==> src/rtl/fifo_rd_pkg.sv <==
// Package: shared types for the dual-mode FIFO read port.
// Assumes: nothing; pure type definitions.
package fifo_rd_pkg;

    // Read behaviour chosen at master reset
    typedef enum logic {
        RD_STANDARD = 1'b0,
        RD_FALLTHRU = 1'b1
    } rd_mode_e;

endpackage

==> src/rtl/fifo_wr_stub.sv <==
// Module: fifo_wr_stub
// Write side of the FIFO: holds the RAM, the write pointer and the full flag.
// The RAM read port is combinational on the read address from the read side.
// Assumes: DEPTH is a power of two; pointers carry one wrap bit above the address.
module fifo_wr_stub #(
    parameter int DATA_W = 18,
    parameter int DEPTH  = 16,
    localparam int AW    = $clog2(DEPTH),
    localparam int PW    = AW + 1
) (
    input  logic              clk,
    input  logic              rst_n,
    input  logic              wr_en_i,
    input  logic [DATA_W-1:0] wr_data_i,
    input  logic [PW-1:0]     rptr_i,
    output logic [PW-1:0]     wptr_o,
    output logic [DATA_W-1:0] ram_word_o,
    output logic              full_o
);

    localparam logic [PW-1:0] FULL_CNT = PW'(DEPTH);

    logic [DATA_W-1:0] mem [DEPTH];
    logic [PW-1:0]     wptr_q;
    logic [PW-1:0]     used;
    logic              wr_fire;

    // Occupancy seen by the writer and the resulting full flag
    always_comb begin
        used    = wptr_q - rptr_i;
        full_o  = (used == FULL_CNT);
        wr_fire = wr_en_i && !full_o;
    end

    // Store accepted words into the RAM
    always_ff @(posedge clk) begin
        if (wr_fire) begin
            mem[wptr_q[AW-1:0]] <= wr_data_i;
        end
    end

    // Advance the write pointer on every accepted write
    always_ff @(posedge clk) begin
        if (!rst_n) begin
            wptr_q <= '0;
        end else if (wr_fire) begin
            wptr_q <= wptr_q + 1'b1;
        end
    end

    // Present the word at the read address
    always_comb begin
        ram_word_o = mem[rptr_i[AW-1:0]];
    end

    assign wptr_o = wptr_q;

    // a write while full leaves the write pointer where it was
    a_r10_drop_when_full: assert property (@(posedge clk) disable iff (!rst_n)
        (full_o && wr_en_i) |=> $stable(wptr_q));

    // occupancy never exceeds the RAM size
    a_r10_no_overflow: assert property (@(posedge clk) disable iff (!rst_n)
        (used <= FULL_CNT));

endmodule

==> src/rtl/fifo_ptr_delay.sv <==
// Module: fifo_ptr_delay
// Carries the write pointer to the read side through STAGES registers, so that
// the read side sees writes with a fixed latency.
// Assumes: STAGES >= 1; reset clears every stage to zero.
module fifo_ptr_delay #(
    parameter int PW     = 5,
    parameter int STAGES = 2
) (
    input  logic          clk,
    input  logic          rst_n,
    input  logic [PW-1:0] ptr_i,
    output logic [PW-1:0] ptr_o
);

    logic [PW-1:0] stage_q [STAGES];

    genvar g;
    generate
        for (g = 0; g < STAGES; g++) begin : g_stage
            // One register stage of the pointer pipeline
            always_ff @(posedge clk) begin
                if (!rst_n) begin
                    stage_q[g] <= '0;
                end else if (g == 0) begin
                    stage_q[g] <= ptr_i;
                end else begin
                    stage_q[g] <= stage_q[(g == 0) ? 0 : g-1];
                end
            end
        end
    endgenerate

    assign ptr_o = stage_q[STAGES-1];

endmodule

==> src/rtl/fifo_rd_ctrl.sv <==
// Module: fifo_rd_ctrl
// Read side: read pointer, output register and the two mode flags.
// Standard mode loads a word only on request. Fall-through mode keeps the
// output register filled whenever a word is readable.
// Assumes: wptr_vis_i is the delayed write pointer; the mode is captured only
// while rst_n is low.
module fifo_rd_ctrl
    import fifo_rd_pkg::*;
#(
    parameter int DATA_W = 18,
    parameter int PW     = 5
) (
    input  logic              clk,
    input  logic              rst_n,
    input  logic              fwft_sel_i,
    input  logic              rd_en_n_i,
    input  logic [PW-1:0]     wptr_vis_i,
    input  logic [DATA_W-1:0] ram_word_i,
    output logic [PW-1:0]     rptr_o,
    output logic [DATA_W-1:0] data_o,
    output logic              empty_n_o,
    output logic              ready_n_o
);

    rd_mode_e          mode_q;
    logic [PW-1:0]     rptr_q;
    logic [DATA_W-1:0] data_q;
    logic              valid_q;
    logic [PW-1:0]     avail;
    logic              have_word;
    logic              is_ft;
    logic              std_fire;
    logic              ft_load;
    logic              ft_drain;
    logic              pop;

    // Capture the mode while master reset is held
    always_ff @(posedge clk) begin
        if (!rst_n) begin
            mode_q <= rd_mode_e'(fwft_sel_i);
        end
    end

    // Readable words and the decisions taken at the next edge
    always_comb begin
        is_ft     = (mode_q == RD_FALLTHRU);
        avail     = wptr_vis_i - rptr_q;
        have_word = (avail != '0);
        std_fire  = !is_ft && !rd_en_n_i && have_word;
        ft_load   = is_ft && have_word && (!valid_q || !rd_en_n_i);
        ft_drain  = is_ft && !have_word && valid_q && !rd_en_n_i;
        pop       = std_fire || ft_load;
    end

    // Read pointer moves once for each word taken from the RAM
    always_ff @(posedge clk) begin
        if (!rst_n) begin
            rptr_q <= '0;
        end else if (pop) begin
            rptr_q <= rptr_q + 1'b1;
        end
    end

    // Output register loads the RAM word on every pop
    always_ff @(posedge clk) begin
        if (!rst_n) begin
            data_q <= '0;
        end else if (pop) begin
            data_q <= ram_word_i;
        end
    end

    // Fall-through occupancy of the output register
    always_ff @(posedge clk) begin
        if (!rst_n) begin
            valid_q <= 1'b0;
        end else if (ft_load) begin
            valid_q <= 1'b1;
        end else if (ft_drain) begin
            valid_q <= 1'b0;
        end
    end

    // Flags: each mode drives its own, the other one rests idle
    always_comb begin
        empty_n_o = is_ft ? 1'b0 : have_word;
        ready_n_o = is_ft ? !valid_q : 1'b1;
    end

    assign rptr_o = rptr_q;
    assign data_o = data_q;

    // a standard read of an available word advances the read pointer by one
    a_r1_std_read_advance: assert property (@(posedge clk) disable iff (!rst_n)
        (!is_ft && !rd_en_n_i && have_word) |=> (rptr_q == $past(rptr_q) + 1'b1));

    // an idle standard cycle holds the output
    a_r2_std_hold: assert property (@(posedge clk) disable iff (!rst_n)
        (!is_ft && rd_en_n_i) |=> $stable(data_q));

    // a request on an empty standard FIFO moves nothing
    a_r3_empty_ignored: assert property (@(posedge clk) disable iff (!rst_n)
        (!is_ft && !have_word) |=> ($stable(rptr_q) && $stable(data_q)));

    // a readable word with an empty output register is loaded without a request
    a_r4_auto_load: assert property (@(posedge clk) disable iff (!rst_n)
        (is_ft && !valid_q && have_word) |=> valid_q);

    // consuming the last word drops ready
    a_r5_ready_drop: assert property (@(posedge clk) disable iff (!rst_n)
        (is_ft && valid_q && !rd_en_n_i && !have_word) |=> !valid_q);

    // the mode never changes outside reset
    a_r7_mode_locked: assert property (@(posedge clk) disable iff (!rst_n)
        1'b1 |=> $stable(mode_q));

    // a shown word stays until it is read
    a_r8_ft_hold: assert property (@(posedge clk) disable iff (!rst_n)
        (is_ft && valid_q && rd_en_n_i) |=> ($stable(data_q) && valid_q));

    // the idle flag of the other mode stays at rest
    a_r11_idle_flag: assert property (@(posedge clk) disable iff (!rst_n)
        (is_ft ? !empty_n_o : ready_n_o));

endmodule

==> src/rtl/fifo_dual_read.sv <==
// Module: fifo_dual_read (top)
// Single-clock FIFO whose read behaviour, standard or fall-through, is chosen
// at master reset. Wires the write stub, the pointer delay and the read side.
// Assumes: DEPTH is a power of two; rst_n is synchronous and active low.
module fifo_dual_read #(
    parameter int DATA_W      = 18,
    parameter int DEPTH       = 16,
    parameter int SYNC_STAGES = 2,
    localparam int AW         = $clog2(DEPTH),
    localparam int PW         = AW + 1
) (
    input  logic              clk,
    input  logic              rst_n,
    input  logic              fwft_mode_i,
    input  logic              wr_en_i,
    input  logic [DATA_W-1:0] wr_data_i,
    output logic              full_o,
    input  logic              rd_en_n_i,
    output logic [DATA_W-1:0] rd_data_o,
    output logic              empty_n_o,
    output logic              ready_n_o
);

    logic [PW-1:0]     wptr;
    logic [PW-1:0]     wptr_vis;
    logic [PW-1:0]     rptr;
    logic [DATA_W-1:0] ram_word;

    fifo_wr_stub #(
        .DATA_W (DATA_W),
        .DEPTH  (DEPTH)
    ) i_wr (
        .clk        (clk),
        .rst_n      (rst_n),
        .wr_en_i    (wr_en_i),
        .wr_data_i  (wr_data_i),
        .rptr_i     (rptr),
        .wptr_o     (wptr),
        .ram_word_o (ram_word),
        .full_o     (full_o)
    );

    fifo_ptr_delay #(
        .PW     (PW),
        .STAGES (SYNC_STAGES)
    ) i_dly (
        .clk   (clk),
        .rst_n (rst_n),
        .ptr_i (wptr),
        .ptr_o (wptr_vis)
    );

    fifo_rd_ctrl #(
        .DATA_W (DATA_W),
        .PW     (PW)
    ) i_rd (
        .clk        (clk),
        .rst_n      (rst_n),
        .fwft_sel_i (fwft_mode_i),
        .rd_en_n_i  (rd_en_n_i),
        .wptr_vis_i (wptr_vis),
        .ram_word_i (ram_word),
        .rptr_o     (rptr),
        .data_o     (rd_data_o),
        .empty_n_o  (empty_n_o),
        .ready_n_o  (ready_n_o)
    );

    // the edge after a reset cycle leaves the outputs in their reset state
    a_r9_reset_state: assert property (@(posedge clk) disable iff (!rst_n)
        !$past(rst_n) |-> (rd_data_o == '0 && !empty_n_o && ready_n_o && !full_o));

endmodule

==> config.mk <==
export PLATFORM = sky130hd
export DESIGN_NAME = fifo_dual_read
export DESIGN_NICKNAME = d
export VERILOG_FILES = /design/src/rtl/fifo_rd_pkg.sv /design/src/rtl/fifo_wr_stub.sv /design/src/rtl/fifo_ptr_delay.sv /design/src/rtl/fifo_rd_ctrl.sv /design/src/rtl/fifo_dual_read.sv
export SDC_FILE = /design/constraint.sdc
export NUM_CORES = 1
export LEC_CHECK = 0
export BUFFER_PORTS_ARGS = -buffer_cell sky130_fd_sc_hd__buf_2
export CORE_MARGIN = 3
export CORE_UTILIZATION = 60
export CTS_CLUSTER_DIAMETER = 120
export DETAILED_ROUTE_END_ITERATION = 12
export GPL_TIMING_DRIVEN = 0
export HOLD_SLACK_MARGIN = 0.02
export PLACE_DENSITY = 0.77
export SLEW_MARGIN = 20
export SYNTH_ARGS = -nofsm -noshare
export SYNTH_HDL_FRONTEND = slang
export SYNTH_SLANG_ARGS = --single-unit
==> constraint.sdc <==
create_clock -name clk -period 6.3 [get_ports clk]
set_clock_uncertainty 0.2 [all_clocks]
set_input_delay 0.315 -clock clk [delete_from_list [all_inputs] [get_ports clk]]
set_output_delay 0.315 -clock clk [all_outputs]
set_load 0.02 [all_outputs]
==> results.md <==
Layout:
- In the final layout, the multi-input gates occupy between 3000 and 4000 µm².
- The count of nets after finishing is ~850.
- The storage element area is about 9500 µm².
- The share of post-route cells with drive strength above 1 is 0.279.
- The number of antenna diodes in the final layout is 0.
- The number of fill cells is 1,213.
- The relative area change from synthesis to final layout is 17.9%.
- Once layout is complete, the utilization of the core stands at 0.729.

Drt:
- The remaining design rule violation count is 0.
- The DRC marker count from the first detailed-route iteration is ~730.
- The total routed wirelength is about 28,000 µm.
- The average via count per standard cell is roughly 6.3.
- The first TritonRoute pass finished after 5 iterations.
- The routed length per placed instance is ~25 µm.
- The number of vias after detailed routing is approximately 7,000.
- The number of nets with antenna violations after routing is 0.

Worst setup path:
- The end point of the critical path is i_wr.mem[2][12]$_DFFE_PP_.
- The largest single stage delay on the critical path is roughly 600 ps.
- The worst flop-to-flop path startpoint is i_rd.rptr_o[1]$_SDFFE_PN0P_.
- The critical path goes through clkbuf_1 > buf_1 > inv_1 > ha_1 > and3b_1 > o211ai_1 > a211oi_4 > or2b_2 > buf_6 > nor4_2 > buf_2 > buf_2.
- The class of the most critical setup path is reg2reg.
- Data on the critical path arrives at its endpoint at 4920 ps.
- The instance count on the critical path is 12.
- STA puts the critical path data required time at around 6300 ps.
- The worst reg2reg path depth is 12.
- The kind of end point of the critical path is a register.
- The most repeated library cell on the critical path is buf_2.
- The endpoint identified for the worst register-to-register timing path is i_wr.mem[2][12]$_DFFE_PP_.
- The largest individual stage delay along the critical path comes from the cell buf_1.
- Along the worst path, the maximum fanout reaches 10.
- In this design, the largest share of critical-path delay is due to buffers and inverters.
- The critical path contains buffers and inverters numbering 6 combined.
- The register-to-register path setup slack is approximately 1400 ps.
- The launching element type of the critical path is a register.
- The most critical setup path has its startpoint at i_rd.rptr_o[1]$_SDFFE_PN0P_.

Die:
- The die span in x is 151 µm.
- The overall die area is between 20,000 and 25,000 µm².
- For this configuration, the core starts out at a cell density of 0.618.
- In this run the count of I/O pins placed on the die edge is 44.
- The floorplan has 52 rows.
- The floorplan die height is between 150 and 200 µm.
- The total area inside the core boundary comes to between 20,000 and 25,000 µm².

STA:
- The setup total negative slack is 0 ps.
- Counting I/O delays and the setup requirement, the final critical path takes just under 5000 ps.
- The final critical-path share of the clock period is 0.781.
- The count of endpoints failing hold in the final timing report was 0.
- Headroom to the max-slew limit came out at 0.441.
- For the pin with the worst max-slew slack, the measured transition is around 830 ps.
- The max-slew violation total from the final report is 0.
- The count of endpoints failing setup in the final report is 0.
- The worst path meets setup with approximately 1400 ps of slack.
- Setup repair after global routing left no endpoint under its margin.
- Derived from the worst setup path, the maximum achievable clock frequency is 203 MHz.

Logic synthesis:
- After synthesis, the share of flip-flops with an asynchronous set or reset is 0.
- The synthesized-area fraction occupied by ao, oa, aoi and oai cells is 0.0279.
- The synthesis-stage register bit count is 328.
- The number of instances in the synthesized netlist is between 600 and 700.
- The dominant combinational cell family by area after synthesis is multiplexers.
- The number of enable-type register cells in the synthesized netlist is ~290.
- The synthesized netlist contains between 40 and 50 unique library cells.
- The net count of the mapped netlist is roughly 700.
- Measured against the total synthesized area, the mux share comes to 0.130.
- The main flop type after synthesis is edfxtp_1.
- After synthesis the cells add up to 12,700 µm².
- The total number of yosys warnings is 0.
- The arithmetic-cell share of the synthesized area counting full adders, half adders and majority gates is 0.0128.
- Of the total synthesized cell area, the portion taken by AND, OR, NAND and NOR gates is 0.0613.
- Averaged over all synthesized cells, the footprint is about 19 µm².
- For this run, the register share of the synthesized area comes to 0.747.
- Of the total synthesized cell area, the portion taken by XOR and XNOR cells is 0.00464.

GRT:
- The pin count of the biggest net entering global routing is 19.
- The met2 usage is 0.425.
- The global routing usage on met1 is 0.351.
- The remaining global-route overflow is 0.
- The number of global-route vias before repair is roughly 7,200.
- The met3 track utilization from global routing is 0.0404.
- The global-route usage over all layers is 0.257.
- The initial antenna violation count is 0.
- The first global-routing pass estimated about 43,000 µm of wire.
- met2 is the most crowded layer.

CTS:
- After clock tree synthesis, the clock-pin slew on the worst setup and hold paths is about 60 ps.
- The clock tree root driver cell is clkbuf_16.
- TritonCTS created 34 clock buffers.
- The number of buffers between clock root and the deepest sink is 3.
- The clock latency at the later pin of the worst-skew pair is between 500 and 600 ps.
- The clock tree from TritonCTS is built.
- The H-tree generated during clock tree synthesis spans 2 levels.
- The number of clock sinks is 328.

Placed design:
- The global placement routability congestion is 0.833.
- The worst setup slack before clock tree synthesis is between 1000 and 1500 ps.
- The count of buffers from port buffering is 43.
- The half-perimeter wire length after placement is between 15,000 and 20,000 µm.

Power and ir drop:
- The leakage power figure is between 4 and 5 nW.
- For this design the ratio of total power to cell area is between 300 and 400 nW/µm².
- The worst-case IR drop observed on VDD is about 380 µV.

Worst hold path:
- The tightest min-delay check is of the reg2reg type.

Outcome:
- The flow ran to the end, and the final reports show no timing, DRC or antenna violations.

Run:
- Max-cap violations in this run came to 0.
## final cells by class
class / instances / share of cell area
plain buffers: 37 / 0.0110
repair buffers: 97 / 0.0472
flip-flops and latches: 328 / 0.633
multi-input cells: 302 / 0.207
well taps: 270 / 0.0226
clock buffers: 46 / 0.0669
inverters: 13 / 0.00327
clock inverters: 16 / 0.00879
## through the flow
step / cell area, µm² / cells / hold WS (ps) / power, mW
global placement: 13200 / 993 / 215 / 3.39
global route: 14900 / 1109 / 249 / 5.59
finish: 14900 / 1109 / 233 / 5.40
detailed placement: 13600 / 1024 / 223 / 3.43
CTS: 14900 / 1109 / 234 / 5.43
floorplan: 12700 / 680 / 212 / 3.16
## routing by layer
| layer | vias to the layer above | part of all wire |
|---|---|---|
| li1 | 2983 | - |
| met1 | 3566 | 0.39 |
| met2 | 344 | 0.51 |
| met3 | 63 | 0.069 |
| met4 | 0 | 0.031 |
| met5 | - | 0 |
## cells by family after synthesis
| family | count (synthesis) |
|---|---|
| AO/OA/AOI/OAI | 44 |
| XOR/XNOR | 5 |
| adder cells (fa/ha/maj) | 13 |
| buffers and inverters | 50 |
| flip-flops | 328 |
| multiplexers | 74 |
| AND/OR/NAND/NOR | 166 |
## cells in the mapped netlist (2+ instances only)
cell	count	share of area
edfxtp_1	289	0.68
nand2_1	80	0.024
mux4_2	72	0.13
nand3_1	40	0.016
dfxtp_1	39	0.062
clkbuf_1	21	0.0062
a32o_1	18	0.014
ha_1	13	0.013
inv_1	11	0.0033
nor3_1	11	0.0043
and2_1	9	0.0044
o21ai_0	9	0.0036
buf_2	7	0.0028
nor2_1	7	0.0021
buf_1	6	0.0018
a21oi_1	5	0.0020
nand2b_1	4	0.0020
o31ai_1	4	0.0024
nor4_1	3	0.0015
xnor2_1	3	0.0021
buf_6	2	0.0018
inv_2	2	0.00059
o211ai_1	2	0.0012
o21a_1	2	0.0012
or3_1	2	0.00099
or4_1	2	0.0012
## how the worst min path moves through the flow
stage / start / endpoint / slack (ps) / cells after the start
2_1_floorplan: i_dly.stage_q[0][0]$_SDFF_PN0_ / i_dly.stage_q[1][0]$_SDFF_PN0_ / 210 / 1
3_3_place_gp: i_dly.stage_q[0][3]$_SDFF_PN0_ / i_dly.stage_q[1][3]$_SDFF_PN0_ / 220 / 1
3_5_place_dp: i_dly.stage_q[0][3]$_SDFF_PN0_ / i_dly.stage_q[1][3]$_SDFF_PN0_ / 220 / 1
4_1_cts: i_dly.stage_q[0][3]$_SDFF_PN0_ / i_dly.stage_q[1][3]$_SDFF_PN0_ / 230 / 1
5_1_grt: i_dly.stage_q[0][2]$_SDFF_PN0_ / i_dly.stage_q[1][2]$_SDFF_PN0_ / 250 / 1
6_report: i_dly.stage_q[0][1]$_SDFF_PN0_ / i_dly.stage_q[1][1]$_SDFF_PN0_ / 230 / 1
## registers in the layout, indices dropped and copies added, names as in the netlist
register and flops:
i_rd.valid_q 1, i_rd.is_ft 1, i_rd.data_o 18, i_wr.mem 288, i_dly.stage_q 10, i_wr.wptr_o 5
i_rd.rptr_o 5
## repair_timing
| action | 4_1_cts | 5_1_grt |
|---|---|---|
| gates resized for setup | 0 | 0 |
| buffers inserted | 0 | 0 |
| hold endpoints to repair | 285 | 0 |
| hold buffers | 23 | 0 |
## where the power goes
| part | internal [mW] | leakage, nW | switching, mW |
|---|---|---|---|
| sequential | 2.43 | 2.93 | 0.0489 |
| clock | 1.20 | 0.561 | 0.806 |
| combinational | 0.420 | 1.51 | 0.498 |
## cells in the final DEF, fill, tap and decap left out, types with 2 or more instances in the layout
cell / n
clkbuf_1: 26
clkbuf_16: 37
ha_1: 13
nand2_1: 80
a32o_1: 18
clkinv_1: 4
inv_1: 11
nor2_1: 5
o21ai_0: 9
or3_1: 2
clkbuf_8: 4
a21oi_1: 5
buf_4: 13
clkinv_2: 8
dfxtp_1: 39
buf_2: 57
edfxtp_1: 289
nor4_2: 3
nand3_1: 40
and2_1: 9
buf_1: 6
o21a_1: 2
mux4_2: 72
nand2b_1: 4
bufinv_16: 2
o31ai_1: 4
o211ai_1: 2
buf_6: 12
inv_2: 2
or4_1: 2
xnor2_1: 3
nor2_4: 2
dlygate4sd3_1: 23
nor3_2: 11
(Power assumes the default switching activity.)
